### src/rtl/ddr_seq_pkg.sv
package ddr_seq_pkg;

   // {cs_n, ras_n, cas_n, we_n}
   typedef enum logic [3:0] {
      CMD_LMR = 4'b0000,
      CMD_REF = 4'b0001,
      CMD_PRE = 4'b0010,
      CMD_ACT = 4'b0011,
      CMD_WR  = 4'b0100,
      CMD_RD  = 4'b0101,
      CMD_NOP = 4'b0111
   } ddr_cmd_e;

   typedef enum logic [2:0] {
      ST_PWRUP,
      ST_INIT_PRE,
      ST_INIT_EMR,
      ST_INIT_MR,
      ST_RUN
   } seq_state_e;

   function automatic logic [2:0] bl_code(input int bl);
      case (bl)
         2:       return 3'b001;
         4:       return 3'b010;
         default: return 3'b011;
      endcase
   endfunction

   function automatic logic [2:0] cl_code(input int cl);
      return (cl == 2) ? 3'b010 : 3'b011;
   endfunction

endpackage

### src/rtl/ddr_bank_track.sv
module ddr_bank_track #(
   parameter int ROW_W = 13,
   parameter int T_RCD = 3,
   parameter int T_RC  = 11,
   parameter int T_RP  = 3,
   parameter int T_AP  = 5
)(
   input  logic             clk,
   input  logic             rst_n,
   input  logic             act_i,
   input  logic             pre_i,
   input  logic             acc_i,
   input  logic             ap_i,
   input  logic [ROW_W-1:0] row_i,
   output logic             open_o,
   output logic [ROW_W-1:0] row_o,
   output logic             act_ok_o,
   output logic             acc_ok_o
);
   localparam int MAXT  = (T_RC > T_AP) ? ((T_RC > T_RP) ? T_RC : T_RP)
                                         : ((T_AP > T_RP) ? T_AP : T_RP);
   localparam int CNT_W = $clog2(MAXT + 1);

   logic [CNT_W-1:0] rcd_left, rc_left, rp_left;

   always_ff @(posedge clk or negedge rst_n) begin
      if (!rst_n) begin
         open_o   <= 1'b0;
         row_o    <= '0;
         rcd_left <= '0;
         rc_left  <= '0;
         rp_left  <= '0;
      end else begin
         if (rcd_left != '0) rcd_left <= rcd_left - 1'b1;
         if (rc_left  != '0) rc_left  <= rc_left  - 1'b1;
         if (rp_left  != '0) rp_left  <= rp_left  - 1'b1;
         if (act_i) begin
            open_o   <= 1'b1;
            row_o    <= row_i;
            rcd_left <= CNT_W'(T_RCD - 1);
            rc_left  <= CNT_W'(T_RC - 1);
         end else if (pre_i) begin
            open_o  <= 1'b0;
            rp_left <= CNT_W'(T_RP - 1);
         end else if (acc_i && ap_i) begin
            open_o  <= 1'b0;
            rp_left <= CNT_W'(T_AP - 1);
         end
      end
   end

   assign act_ok_o = !open_o && (rc_left == '0) && (rp_left == '0);
   assign acc_ok_o = open_o && (rcd_left == '0);

   AST_ONE_BANK_OP: assert property (@(posedge clk) disable iff (!rst_n)
      $countones({act_i, pre_i, acc_i}) <= 1);
   AST_ACT_ROW_KEPT: assert property (@(posedge clk) disable iff (!rst_n)
      act_i |=> (open_o && row_o == $past(row_i)));

endmodule

### src/rtl/ddr_refresh_timer.sv
module ddr_refresh_timer #(
   parameter int T_REFI = 1562
)(
   input  logic clk,
   input  logic rst_n,
   input  logic run_i,
   input  logic ref_done_i,
   output logic due_o
);
   localparam int CW = $clog2(T_REFI);

   logic [CW-1:0] left;
   logic          expire;

   assign expire = run_i && (left == '0);

   always_ff @(posedge clk or negedge rst_n) begin
      if (!rst_n) begin
         left  <= CW'(T_REFI - 1);
         due_o <= 1'b0;
      end else begin
         if (run_i) left <= expire ? CW'(T_REFI - 1) : left - 1'b1;
         due_o <= expire | (due_o & ~ref_done_i);
      end
   end

   AST_DUE_HOLDS: assert property (@(posedge clk) disable iff (!rst_n)
      (due_o && !ref_done_i) |=> due_o);
   AST_DONE_NEEDS_DUE: assert property (@(posedge clk) disable iff (!rst_n)
      ref_done_i |-> due_o);

endmodule

### src/rtl/ddr_cmd_seq.sv
module ddr_cmd_seq
   import ddr_seq_pkg::*;
#(
   parameter int BA_W      = 2,
   parameter int ROW_W     = 13,
   parameter int COL_W     = 11,
   parameter int BURST_LEN = 4,
   parameter int CAS_LAT   = 3,
   parameter int T_RCD     = 3,
   parameter int T_RP      = 3,
   parameter int T_RC      = 11,
   parameter int T_RFC     = 14,
   parameter int T_MRD     = 2,
   parameter int T_REFI    = 1562,
   parameter int INIT_CYC  = 20
)(
   input  logic             clk,
   input  logic             rst_n,
   input  logic             req_valid,
   input  logic             req_write,
   input  logic             req_ap,
   input  logic [BA_W-1:0]  req_bank,
   input  logic [ROW_W-1:0] req_row,
   input  logic [COL_W-1:0] req_col,
   output logic             req_ready,
   output logic             init_done,
   output logic             ddr_cke,
   output logic             ddr_cs_n,
   output logic             ddr_ras_n,
   output logic             ddr_cas_n,
   output logic             ddr_we_n,
   output logic [BA_W-1:0]  ddr_ba,
   output logic [ROW_W-1:0] ddr_addr
);
   localparam int NUM_BANK = 1 << BA_W;
   localparam int T_AP     = BURST_LEN / 2 + T_RP;
   localparam int GW_A     = (INIT_CYC > T_RFC) ? INIT_CYC : T_RFC;
   localparam int GW_B     = (T_RP > T_MRD) ? T_RP : T_MRD;
   localparam int GW_MAX   = (GW_A > GW_B) ? GW_A : GW_B;
   localparam int GW_W     = $clog2(GW_MAX + 1);
   localparam int SW_MAX   = T_RC + T_RFC + T_AP;
   localparam int SW_W     = $clog2(SW_MAX + 1);
   localparam logic [ROW_W-1:0] MODE_WORD =
      ROW_W'({cl_code(CAS_LAT), 1'b0, bl_code(BURST_LEN)});

   // elaboration-time parameter checks
   if (!(BURST_LEN == 2 || BURST_LEN == 4 || BURST_LEN == 8)) begin : g_bad_bl
      $error("burst length must be 2, 4 or 8");
   end
   if (!(CAS_LAT == 2 || CAS_LAT == 3)) begin : g_bad_cl
      $error("CAS latency must be 2 or 3");
   end
   if (ROW_W < 11 || COL_W > ROW_W - 1 || COL_W < 1) begin : g_bad_addr
      $error("address widths leave no room for the A10 flag");
   end
   if (T_RCD < 1 || T_RP < 1 || T_RC < T_RCD || T_MRD < 1 || T_RFC < 1 ||
       INIT_CYC < 1 || T_REFI < 2 * (T_RC + T_RFC + T_AP)) begin : g_bad_tim
      $error("inconsistent timing parameters");
   end

   seq_state_e          state, nxt_state;
   ddr_cmd_e            cmd_q, nxt_cmd;
   logic [BA_W-1:0]     ba_q, nxt_ba;
   logic [ROW_W-1:0]    a_q, nxt_a, acc_addr;
   logic                cke_q, cke_set;
   logic [GW_W-1:0]     gw, gw_val;
   logic                gw_load;
   logic [NUM_BANK-1:0] act_v, pre_v, acc_v;
   logic [NUM_BANK-1:0] bank_open, bank_act_ok, bank_acc_ok;
   logic [ROW_W-1:0]    bank_row [NUM_BANK];
   logic                ref_due, ref_done;
   logic [BA_W-1:0]     rb;
   logic                all_closed, all_ready;
   logic [3:0]          cmd_bits;

   assign rb         = req_bank;
   assign all_closed = ~|bank_open;
   assign all_ready  = &bank_act_ok;

   // column placement around the A10 flag
   if (COL_W > 10) begin : g_wide_col
      always_comb begin
         acc_addr                = '0;
         acc_addr[9:0]           = req_col[9:0];
         acc_addr[COL_W:11]      = req_col[COL_W-1:10];
         acc_addr[10]            = req_ap;
      end
   end else begin : g_narrow_col
      always_comb begin
         acc_addr                = '0;
         acc_addr[COL_W-1:0]     = req_col;
         acc_addr[10]            = req_ap;
      end
   end

   for (genvar b = 0; b < NUM_BANK; b++) begin : g_bank
      ddr_bank_track #(
         .ROW_W (ROW_W),
         .T_RCD (T_RCD),
         .T_RC  (T_RC),
         .T_RP  (T_RP),
         .T_AP  (T_AP)
      ) u_bank (
         .clk      (clk),
         .rst_n    (rst_n),
         .act_i    (act_v[b]),
         .pre_i    (pre_v[b]),
         .acc_i    (acc_v[b]),
         .ap_i     (req_ap),
         .row_i    (req_row),
         .open_o   (bank_open[b]),
         .row_o    (bank_row[b]),
         .act_ok_o (bank_act_ok[b]),
         .acc_ok_o (bank_acc_ok[b])
      );

      // bus-side spacing watchers, independent of the bank counters
      logic            on_b;
      logic [SW_W-1:0] since_act, since_pre, since_ap;
      assign on_b = (ba_q == BA_W'(b));

      always_ff @(posedge clk or negedge rst_n) begin
         if (!rst_n) begin
            since_act <= '1;
            since_pre <= '1;
            since_ap  <= '1;
         end else begin
            since_act <= (cmd_q == CMD_ACT && on_b) ? SW_W'(1) :
                         (since_act == '1) ? since_act : since_act + 1'b1;
            since_pre <= (cmd_q == CMD_PRE && (a_q[10] || on_b)) ? SW_W'(1) :
                         (since_pre == '1) ? since_pre : since_pre + 1'b1;
            since_ap  <= ((cmd_q == CMD_RD || cmd_q == CMD_WR) && on_b && a_q[10]) ? SW_W'(1) :
                         (since_ap == '1) ? since_ap : since_ap + 1'b1;
         end
      end

      AST_RCD_MET: assert property (@(posedge clk) disable iff (!rst_n)
         ((cmd_q == CMD_RD || cmd_q == CMD_WR) && on_b) |-> since_act >= SW_W'(T_RCD));
      AST_RP_MET: assert property (@(posedge clk) disable iff (!rst_n)
         (cmd_q == CMD_ACT && on_b) |-> (since_pre >= SW_W'(T_RP) && since_ap >= SW_W'(T_AP)));
      AST_RC_MET: assert property (@(posedge clk) disable iff (!rst_n)
         (cmd_q == CMD_ACT && on_b) |-> since_act >= SW_W'(T_RC));
   end

   ddr_refresh_timer #(
      .T_REFI (T_REFI)
   ) u_refresh (
      .clk        (clk),
      .rst_n      (rst_n),
      .run_i      (state == ST_RUN),
      .ref_done_i (ref_done),
      .due_o      (ref_due)
   );

   always_comb begin
      nxt_state = state;
      nxt_cmd   = CMD_NOP;
      nxt_ba    = '0;
      nxt_a     = '0;
      act_v     = '0;
      pre_v     = '0;
      acc_v     = '0;
      req_ready = 1'b0;
      ref_done  = 1'b0;
      cke_set   = 1'b0;
      gw_load   = 1'b0;
      gw_val    = '0;
      if (gw == '0) begin
         case (state)
            ST_PWRUP: begin
               cke_set   = 1'b1;
               nxt_state = ST_INIT_PRE;
            end
            ST_INIT_PRE: begin
               nxt_cmd   = CMD_PRE;
               nxt_a[10] = 1'b1;
               pre_v     = '1;
               gw_load   = 1'b1;
               gw_val    = GW_W'(T_RP - 1);
               nxt_state = ST_INIT_EMR;
            end
            ST_INIT_EMR: begin
               nxt_cmd   = CMD_LMR;
               nxt_ba    = BA_W'(1);
               gw_load   = 1'b1;
               gw_val    = GW_W'(T_MRD - 1);
               nxt_state = ST_INIT_MR;
            end
            ST_INIT_MR: begin
               nxt_cmd   = CMD_LMR;
               nxt_a     = MODE_WORD;
               gw_load   = 1'b1;
               gw_val    = GW_W'(T_MRD - 1);
               nxt_state = ST_RUN;
            end
            ST_RUN: begin
               if (ref_due) begin
                  if (!all_closed) begin
                     nxt_cmd   = CMD_PRE;
                     nxt_a[10] = 1'b1;
                     pre_v     = '1;
                  end else if (all_ready) begin
                     nxt_cmd  = CMD_REF;
                     ref_done = 1'b1;
                     gw_load  = 1'b1;
                     gw_val   = GW_W'(T_RFC - 1);
                  end
               end else if (req_valid) begin
                  if (bank_open[rb] && bank_row[rb] == req_row) begin
                     if (bank_acc_ok[rb]) begin
                        nxt_cmd   = req_write ? CMD_WR : CMD_RD;
                        nxt_ba    = rb;
                        nxt_a     = acc_addr;
                        acc_v[rb] = 1'b1;
                        req_ready = 1'b1;
                     end
                  end else if (bank_open[rb]) begin
                     nxt_cmd   = CMD_PRE;
                     nxt_ba    = rb;
                     pre_v[rb] = 1'b1;
                  end else if (bank_act_ok[rb]) begin
                     nxt_cmd   = CMD_ACT;
                     nxt_ba    = rb;
                     nxt_a     = req_row;
                     act_v[rb] = 1'b1;
                  end
               end
            end
            default: nxt_state = ST_PWRUP;
         endcase
      end
   end

   always_ff @(posedge clk or negedge rst_n) begin
      if (!rst_n) begin
         state <= ST_PWRUP;
         gw    <= GW_W'(INIT_CYC - 1);
         cmd_q <= CMD_NOP;
         ba_q  <= '0;
         a_q   <= '0;
         cke_q <= 1'b0;
      end else begin
         state <= nxt_state;
         cmd_q <= nxt_cmd;
         ba_q  <= nxt_ba;
         a_q   <= nxt_a;
         if (cke_set) cke_q <= 1'b1;
         if (gw_load)         gw <= gw_val;
         else if (gw != '0)   gw <= gw - 1'b1;
      end
   end

   // refresh recovery watcher
   logic [SW_W-1:0] since_ref;
   always_ff @(posedge clk or negedge rst_n) begin
      if (!rst_n) since_ref <= '1;
      else        since_ref <= (cmd_q == CMD_REF) ? SW_W'(1) :
                               (since_ref == '1) ? since_ref : since_ref + 1'b1;
   end

   AST_RFC_QUIET: assert property (@(posedge clk) disable iff (!rst_n)
      (since_ref < SW_W'(T_RFC)) |-> cmd_q == CMD_NOP);
   AST_CKE_LOW_NOP: assert property (@(posedge clk) disable iff (!rst_n)
      !cke_q |-> cmd_q == CMD_NOP);
   AST_REF_BLOCKS: assert property (@(posedge clk) disable iff (!rst_n)
      ref_due |=> !(cmd_q == CMD_ACT || cmd_q == CMD_RD || cmd_q == CMD_WR));
   AST_READY_ISSUES: assert property (@(posedge clk) disable iff (!rst_n)
      req_ready |=> (cmd_q == CMD_RD || cmd_q == CMD_WR) && ba_q == $past(req_bank));

   assign cmd_bits  = cmd_q;
   assign ddr_cs_n  = cmd_bits[3];
   assign ddr_ras_n = cmd_bits[2];
   assign ddr_cas_n = cmd_bits[1];
   assign ddr_we_n  = cmd_bits[0];
   assign ddr_ba    = ba_q;
   assign ddr_addr  = a_q;
   assign ddr_cke   = cke_q;
   assign init_done = (state == ST_RUN);

endmodule

### config.mk
export PLATFORM = sky130hd
export DESIGN_NAME = ddr_cmd_seq
export DESIGN_NICKNAME = d
export VERILOG_FILES = /design/src/rtl/ddr_seq_pkg.sv /design/src/rtl/ddr_bank_track.sv /design/src/rtl/ddr_refresh_timer.sv /design/src/rtl/ddr_cmd_seq.sv
export SDC_FILE = /design/constraint.sdc
export NUM_CORES = 1
export LEC_CHECK = 0
export BUFFER_PORTS_ARGS = -buffer_cell sky130_fd_sc_hd__buf_2
export CELL_PAD_IN_SITES_DETAIL_PLACEMENT = 1
export CELL_PAD_IN_SITES_GLOBAL_PLACEMENT = 1
export CORE_MARGIN = 4
export CORE_UTILIZATION = 25
export CTS_CLUSTER_SIZE = 8
export DETAILED_ROUTE_END_ITERATION = 12
export MAX_ROUTING_LAYER = met4
export PLACE_DENSITY_LB_ADDON = 0.12
export RECOVER_POWER = 100
export SLEW_MARGIN = 20
export SYNTH_ARGS = -nofsm -noshare
export SYNTH_HDL_FRONTEND = slang
export SYNTH_SLANG_ARGS = --single-unit
### constraint.sdc
create_clock -name clk -period 2.9 [get_ports clk]
set_clock_uncertainty 0.1 [all_clocks]
set_input_delay 0.435 -clock clk [delete_from_list [all_inputs] [get_ports clk]]
set_output_delay 0.435 -clock clk [all_outputs]
set_load 0.01 [all_outputs]
After elaboration in Yosys (flattened, before gate mapping)

Cells that the tools add are included.

Bits in registers: 144
Bits of input ports: 31

Add/subtract/negate cells: 14
Order comparisons: 3
Eq/ne operators: 5
Multiplexer cells: 131
Bitwise logic cells: 5
Reductions and logical operators: 69

Operators with widths:

| cell                                               | number |
|---|---|
| 2-to-1 mux 4 bit                                   | 59 |
| 2-to-1 mux 13 bit                                  | 7 |
| logical NOT 4 bit                                  | 12 |
| nonzero test 4 bit                                 | 12 |
| subtractor 4 x 1 -> 4 bit, second input constant   | 12 |
| 2-to-1 mux 1 bit                                   | 33 |
| binary-select mux 13 bit (select 2 bit)            | 1 |
| one-hot mux 4 bit (3 select lines)                 | 2 |
| 2-to-1 mux 2 bit                                   | 10 |
| one-hot mux 10 bit (2 select lines)                | 1 |
| logical AND 1 bit                                  | 19 |
| nonzero test 2 bit                                 | 9 |
| one-hot mux 3 bit (5 select lines)                 | 1 |
| == test 13 bit                                     | 1 |
| 2-to-1 mux 12 bit                                  | 1 |
| 2-to-1 mux 3 bit                                   | 4 |
| nonzero test 3 bit                                 | 4 |
| logical NOT 11 bit                                 | 1 |
| 2-to-1 mux 11 bit                                  | 1 |
| subtractor 11 x 1 -> 11 bit, second input constant | 1 |
| 2-to-1 mux 10 bit                                  | 1 |
| 2-to-1 mux 5 bit                                   | 2 |
| one-hot mux 4 bit (2 select lines)                 | 1 |
| binary-select mux 1 bit (select 2 bit)             | 3 |
| other kinds (23)                                   | 29 |

Longest topological paths before layout

Depth after elaboration: 15
Mapped depth: 11
Mapped depth without buffers: 9

Modules after synthesis

Synthesis repeated with hierarchy kept, for this count alone.

Cells, all modules: 647
Area, all modules: 7344.5 um^2

By module, submodules not included:

| module            | instances | cells an instance | area an instance (um^2) |
|---|---|---|---|
| ddr_bank_track    | 4         | 95                | 1164.9 |
| ddr_cmd_seq       | 1         | 202               | 2026.9 |
| ddr_refresh_timer | 1         | 65                | 658.1 |

Least setup slack after synthesis

Ideal clock, no wire load.

Path type: flip-flop to flip-flop
Start: register g_bank[1].u_bank.rc_left[0]
End: register g_bank[3].u_bank.row_o[10]
Setup time: 0.125 ns
Data arrival time: 2.698 ns
Required time: 2.675 ns
Path slack: -0.023 ns
Cell stages (with the launch flop): 11
Clock period less this slack: 2.923 ns
Cell sequence: dfrtp_1 -> inv_1 -> ha_1 -> or3b_1 -> nor2_1 -> nand2_1 -> mux4_2 -> buf_2 -> nor3_4 -> buf_4 -> mux2_2

Word-level cells in the longest chain between the ends: 12

Ends and longest elaborated chain:

| element                                | line                 | RTL |
|---|---|---|
| from (decl)                            | ddr_bank_track.sv:24 | `logic [CNT_W-1:0] rcd_left, rc_left, rp_left;` |
| from (signal assigned)                 | ddr_bank_track.sv:35 | `if (rc_left != '0) rc_left <= rc_left - 1'b1;` |
| from (signal assigned)                 | ddr_bank_track.sv:41 | `rc_left <= CNT_W'(T_RC - 1);` |
| logical NOT 4 bit                      | ddr_bank_track.sv:52 | `assign act_ok_o = !open_o && (rc_left == '0) && (rp_left == '0);` |
| logical AND 1 bit (2 in series)        | ddr_bank_track.sv:52 |  |
| binary-select mux 1 bit (select 2 bit) | ddr_cmd_seq.sv:221   | `end else if (bank_act_ok[rb]) begin` |
| 2-to-1 mux 1 bit (not written as such) | ddr_cmd_seq.sv:221   |  |
| 2-to-1 mux 4 bit                       | ddr_cmd_seq.sv:221   |  |
| 2-to-1 mux 4 bit                       | ddr_cmd_seq.sv:217   | `end else if (bank_open[rb]) begin` |
| 2-to-1 mux 4 bit                       | ddr_cmd_seq.sv:209   | `if (bank_open[rb] && bank_row[rb] == req_row) begin` |
| 2-to-1 mux 4 bit                       | ddr_cmd_seq.sv:208   | `end else if (req_valid) begin` |
| 2-to-1 mux 4 bit                       | ddr_cmd_seq.sv:197   | `if (ref_due) begin` |
| 2-to-1 mux 4 bit                       | ddr_cmd_seq.sv:169   | `case (state)` |
| 2-to-1 mux 4 bit                       | ddr_cmd_seq.sv:168   | `if (gw == '0) begin` |
| to (signal assigned)                   | ddr_bank_track.sv:39 | `row_o <= row_i;` |
| to (decl)                              | ddr_bank_track.sv:16 | `output logic [ROW_W-1:0] row_o,` |

Every way passes these cells. The select of a mux whose other input is x is not followed.
A chain may end at the register's enable or synchronous reset.

Worst setup path in the final report

Start: register g_bank[3].u_bank.row_o[1]
End: register a_q[10], in the netlist ddr_addr[10]

Word-level cells in the longest chain between the ends: 10

Ends and longest elaborated chain:

| element                                               | line               | RTL |
|---|---|---|
| binary-select mux 13 bit (select 2 bit)               | ddr_cmd_seq.sv:209 |  |
| 2-to-1 mux 13 bit (not written as such) (2 in series) | ddr_cmd_seq.sv:209 |  |
| == test 13 bit                                        | ddr_cmd_seq.sv:209 |  |
| logical AND 1 bit                                     | ddr_cmd_seq.sv:209 |  |
| 2-to-1 mux 13 bit                                     | ddr_cmd_seq.sv:209 |  |
| 2-to-1 mux 13 bit                                     | ddr_cmd_seq.sv:208 |  |
| 2-to-1 mux 1 bit                                      | ddr_cmd_seq.sv:197 |  |
| one-hot mux 1 bit (2 select lines)                    | ddr_cmd_seq.sv:169 |  |
| 2-to-1 mux 13 bit                                     | ddr_cmd_seq.sv:168 |  |
| named net nxt_a[10]                                   | ddr_cmd_seq.sv:64  | `logic [ROW_W-1:0] a_q, nxt_a, acc_addr;` |
| to (signal assigned)                                  | ddr_cmd_seq.sv:246 | `a_q <= nxt_a;` |
| to (decl)                                             | ddr_cmd_seq.sv:64  |  |

The timed path passes the listed nets, and every way through them passes these cells. The select of a mux whose other input is x is not followed.

==> results_dict.tcl <==
set metrics [dict create \
    synth_area_sq_um 7160 \
    grt_pass1_wl_um 31900 \
    hold_violations 0 \
    cp.required_ns 3.17 \
    grt_max_degree 144 \
    seq_area_frac_synth_pct 50.2 \
    clk_latency_ns 0.43 \
    period_share_pct 102 \
    finalWorstSetupSlack_ns -0.0658 \
    crit_fanout 2 \
    arrival_ns 3.23 \
    synthesis.nets 679 \
    peakVddDrop_v 0.000367 \
    io_buffers 51 \
    post_dp_cell_area_sq_um 8360 \
    status "finished with violations" \
    die_w_um 177 \
    synth-async-reset-ratio_pct 100 \
    synth_edf_count 0 \
    reg2reg_slack_ns -0.07 \
    clockBufferDepth 2 \
    synth_top_area_cell "dfrtp_1" \
    placementRows 61 \
    avgSynthCellArea_sq_um 11.3 \
    grt-ovfl-total 0 \
    cts_made_buffers 17 \
    synth_top_area_share_pct 46.1 \
    area_growth_pct 32.6 \
    ctsHtreeMaxLevel 4 \
    nNetsFinal 821 \
    synthDistinctLibCells 62 \
    power_density_nw_per_um2 814 \
    whs_endpoint "ddr_addr[8]" \
    ys_ff_latch 143 \
    wl_per_cell_um 17.4 \
    power_leakage_nw 4.32 \
    worstSetupStartpointType "flop" \
    die_area_sq_um 31400 \
    reg2reg_to "ddr_addr[10]" \
    n_antenna_cell 0 \
    violations "capacitance limit, slew limit, setup timing" \
    gp_congestion 0.772 \
    yosysMostFrequentCell "dfrtp_1" \
    netlist_instances 631 \
    io_pins 53 \
    drtIter0Drc 216 \
    critPathKind "reg2reg" \
    ys.flop_type "dfrtp_1" \
    yosysWarnings 0 \
    dpl.hpwl_um 13700 \
    hold_buffers 0 \
    worstReg2RegStart "g_bank[3].u_bank.row_o[1]" \
    seqPwrFrac_pct 37.6 \
    final_area_sq_um 9490 \
    maxSlewHeadroom_pct -40.5 \
    drive_gt1_share_pct 34.6 \
    end_kind "flop" \
    rsz0062_at_grt "yes" \
    drcViolationCount 0 \
    cts-root-buf "clkbuf_16" \
    max_freq_mhz 337 \
    holdCritStartpoint "req_col[8]" \
    fp.coreArea_sq_um 28000 \
    intPower_w 0.00521 \
    grt_pass1_vias 5757 \
    antenna_found_initial 0 \
    fin_crit_ns 2.97 \
    dieHeight_um 177 \
    final_max_slew_viol_count 144 \
    cts_tree "done" \
    path_clk_slew_ns 0.07 \
    netlist_top_cells_count "132 x dfrtp_1, 57 x mux2_2, 46 x nor2_1, 41 x nand2_1, 36 x inv_1" \
    cap_viol_max_count 1 \
    worstRegToRegCells 11 \
    hold_depth 2 \
    setup_viol 38 \
    max_slew.worst_pin.slew_ns 2.11 \
    synth_area_leaders "dfrtp_1 46%, mux2_2 9.0%, dfstp_2 4.0%" \
    pwr-share-clk_pct 30.0 \
    hp-class "in2reg" \
    grt_usage_pct 13.4 \
    power_frac_comb_pct 32.4 \
    viasPerCell 4.63 \
    cts_sinks 143 \
    drtPass1Iterations 5 \
    p_switching_w 0.00252 \
    initial_core_util_pct 25.6 \
    p_sw_share_pct 32.6 \
    ant_nets 0 \
    drt-total-wl_um 20200 \
    vias 5385 \
    p_total_w 0.00773 \
]
## flip-flops by register name, summed over array words and instances (netlist names)
register and flops:
cmd_bits 3, ddr_addr 13, ddr_ba 2, ddr_cke 1
g_bank.u_bank.open_o 4, g_bank.u_bank.rc_left 16, g_bank.u_bank.rcd_left 16, g_bank.u_bank.row_o 52
g_bank.u_bank.rp_left 16, gw 5, state 3, u_refresh.due_o 1
u_refresh.left 11
## per-layer routing
metal | part of all wire [%] | vias up | global-route usage (%)
met3 | 2.2 | 6 | 2.69
li1 | - | 2532 | -
met1 | 47 | 2795 | 17.0
met5 | 0 | - | -
met4 | 0.47 | 0 | 2.71
met2 | 51 | 52 | 22.5
## kinds of logic after synthesis
| logic type | after synthesis | share of synthesized area, % |
|---|---|---|
| other cells | 1 | 0.0524 |
| xor+xnor | 36 | 4.51 |
| flops | 143 | 50.2 |
| compound gates | 96 | 9.11 |
| simple gates | 197 | 15.0 |
| mux | 81 | 14.4 |
| buf+inv | 60 | 3.76 |
| fa+ha+maj | 17 | 2.97 |
## power groups by stage
stage	sequential, W	clock [W]	combinational [W]
global placement	0.00290	0	0.00225
finish	0.00290	0.00232	0.00251
global route	0.00298	0.00248	0.00285
CTS	0.00290	0.00239	0.00247
floorplan	0.00282	0	0.00164
detailed placement	0.00293	0	0.00237
## per-stage QoR
step / util [%] / cells / TNS [ns] / hold slack [ns] / setup WS (ns)
2_1_floorplan: - / 631 / 0 / 0.0394 / 0.00196
3_3_place_gp: 29.8 / 1104 / -9.17 / 0.347 / -0.465
3_5_place_dp: 29.8 / 1104 / -9.90 / 0.351 / -0.424
4_1_cts: 32.9 / 1148 / -0.731 / 0.0898 / -0.139
5_1_grt: 33.9 / 1164 / -12.32 / 0.113 / -0.192
6_report: 33.9 / 1164 / -1.02 / 0.126 / -0.0658
## critical path, cell delays in order, from the launching register on
cell      delay [ns]
dfrtp_1         0.38
mux4_2          0.50
xnor2_2         0.21
and4_1          0.19
nand4_1         0.16
clkbuf_4        0.19
buf_4           0.12
nor3_1          0.27
clkbuf_4        0.21
nand2_1         0.07
a221oi_2        0.34
buf_4           0.17
## cell type report
type / count / area, sq um
repair buffers: 146 / 1100
flip-flops and latches: 143 / 3590
inverters: 36 / 135
clock buffers: 18 / 439
clock inverters: 14 / 174
well taps: 378 / 473
fillers: 3097 / 18500
multi-input cells: 429 / 3580
## worst max path at each step
stage | from | slack (ns) | to | depth (start not counted)
global placement | req_bank[0] | -0.47 | ddr_addr[10] | 11
global route | g_bank[3].u_bank.row_o[4] | -0.19 | req_ready | 7
CTS | g_bank[3].u_bank.row_o[1] | -0.14 | req_ready | 7
floorplan | g_bank[1].u_bank.rc_left[0] | 0.002 | g_bank[3].u_bank.row_o[10] | 10
detailed placement | req_bank[0] | -0.42 | req_ready | 9
finish | g_bank[3].u_bank.row_o[1] | -0.07 | ddr_addr[10] | 11
## repair_timing
action                                  CTS  global route
cloned                                    1             2
endpoints found under the hold margin     0             0
pin swaps                                 8            11
setup buffers                            12            15
endpoints found under the setup margin   31            90
resized for setup                        25            60
## cells in the final DEF (no fill, tap or decap), types with 24 or more instances in the layout
cell type	count
a21oi_1	29
inv_1	34
mux2_4	31
buf_2	29
nand2_1	39
nor2_1	45
mux2_2	26
dfrtp_1	132
clkbuf_1	25
xnor2_1	24
buf_4	69
Power figures use the tool's default switching activity.
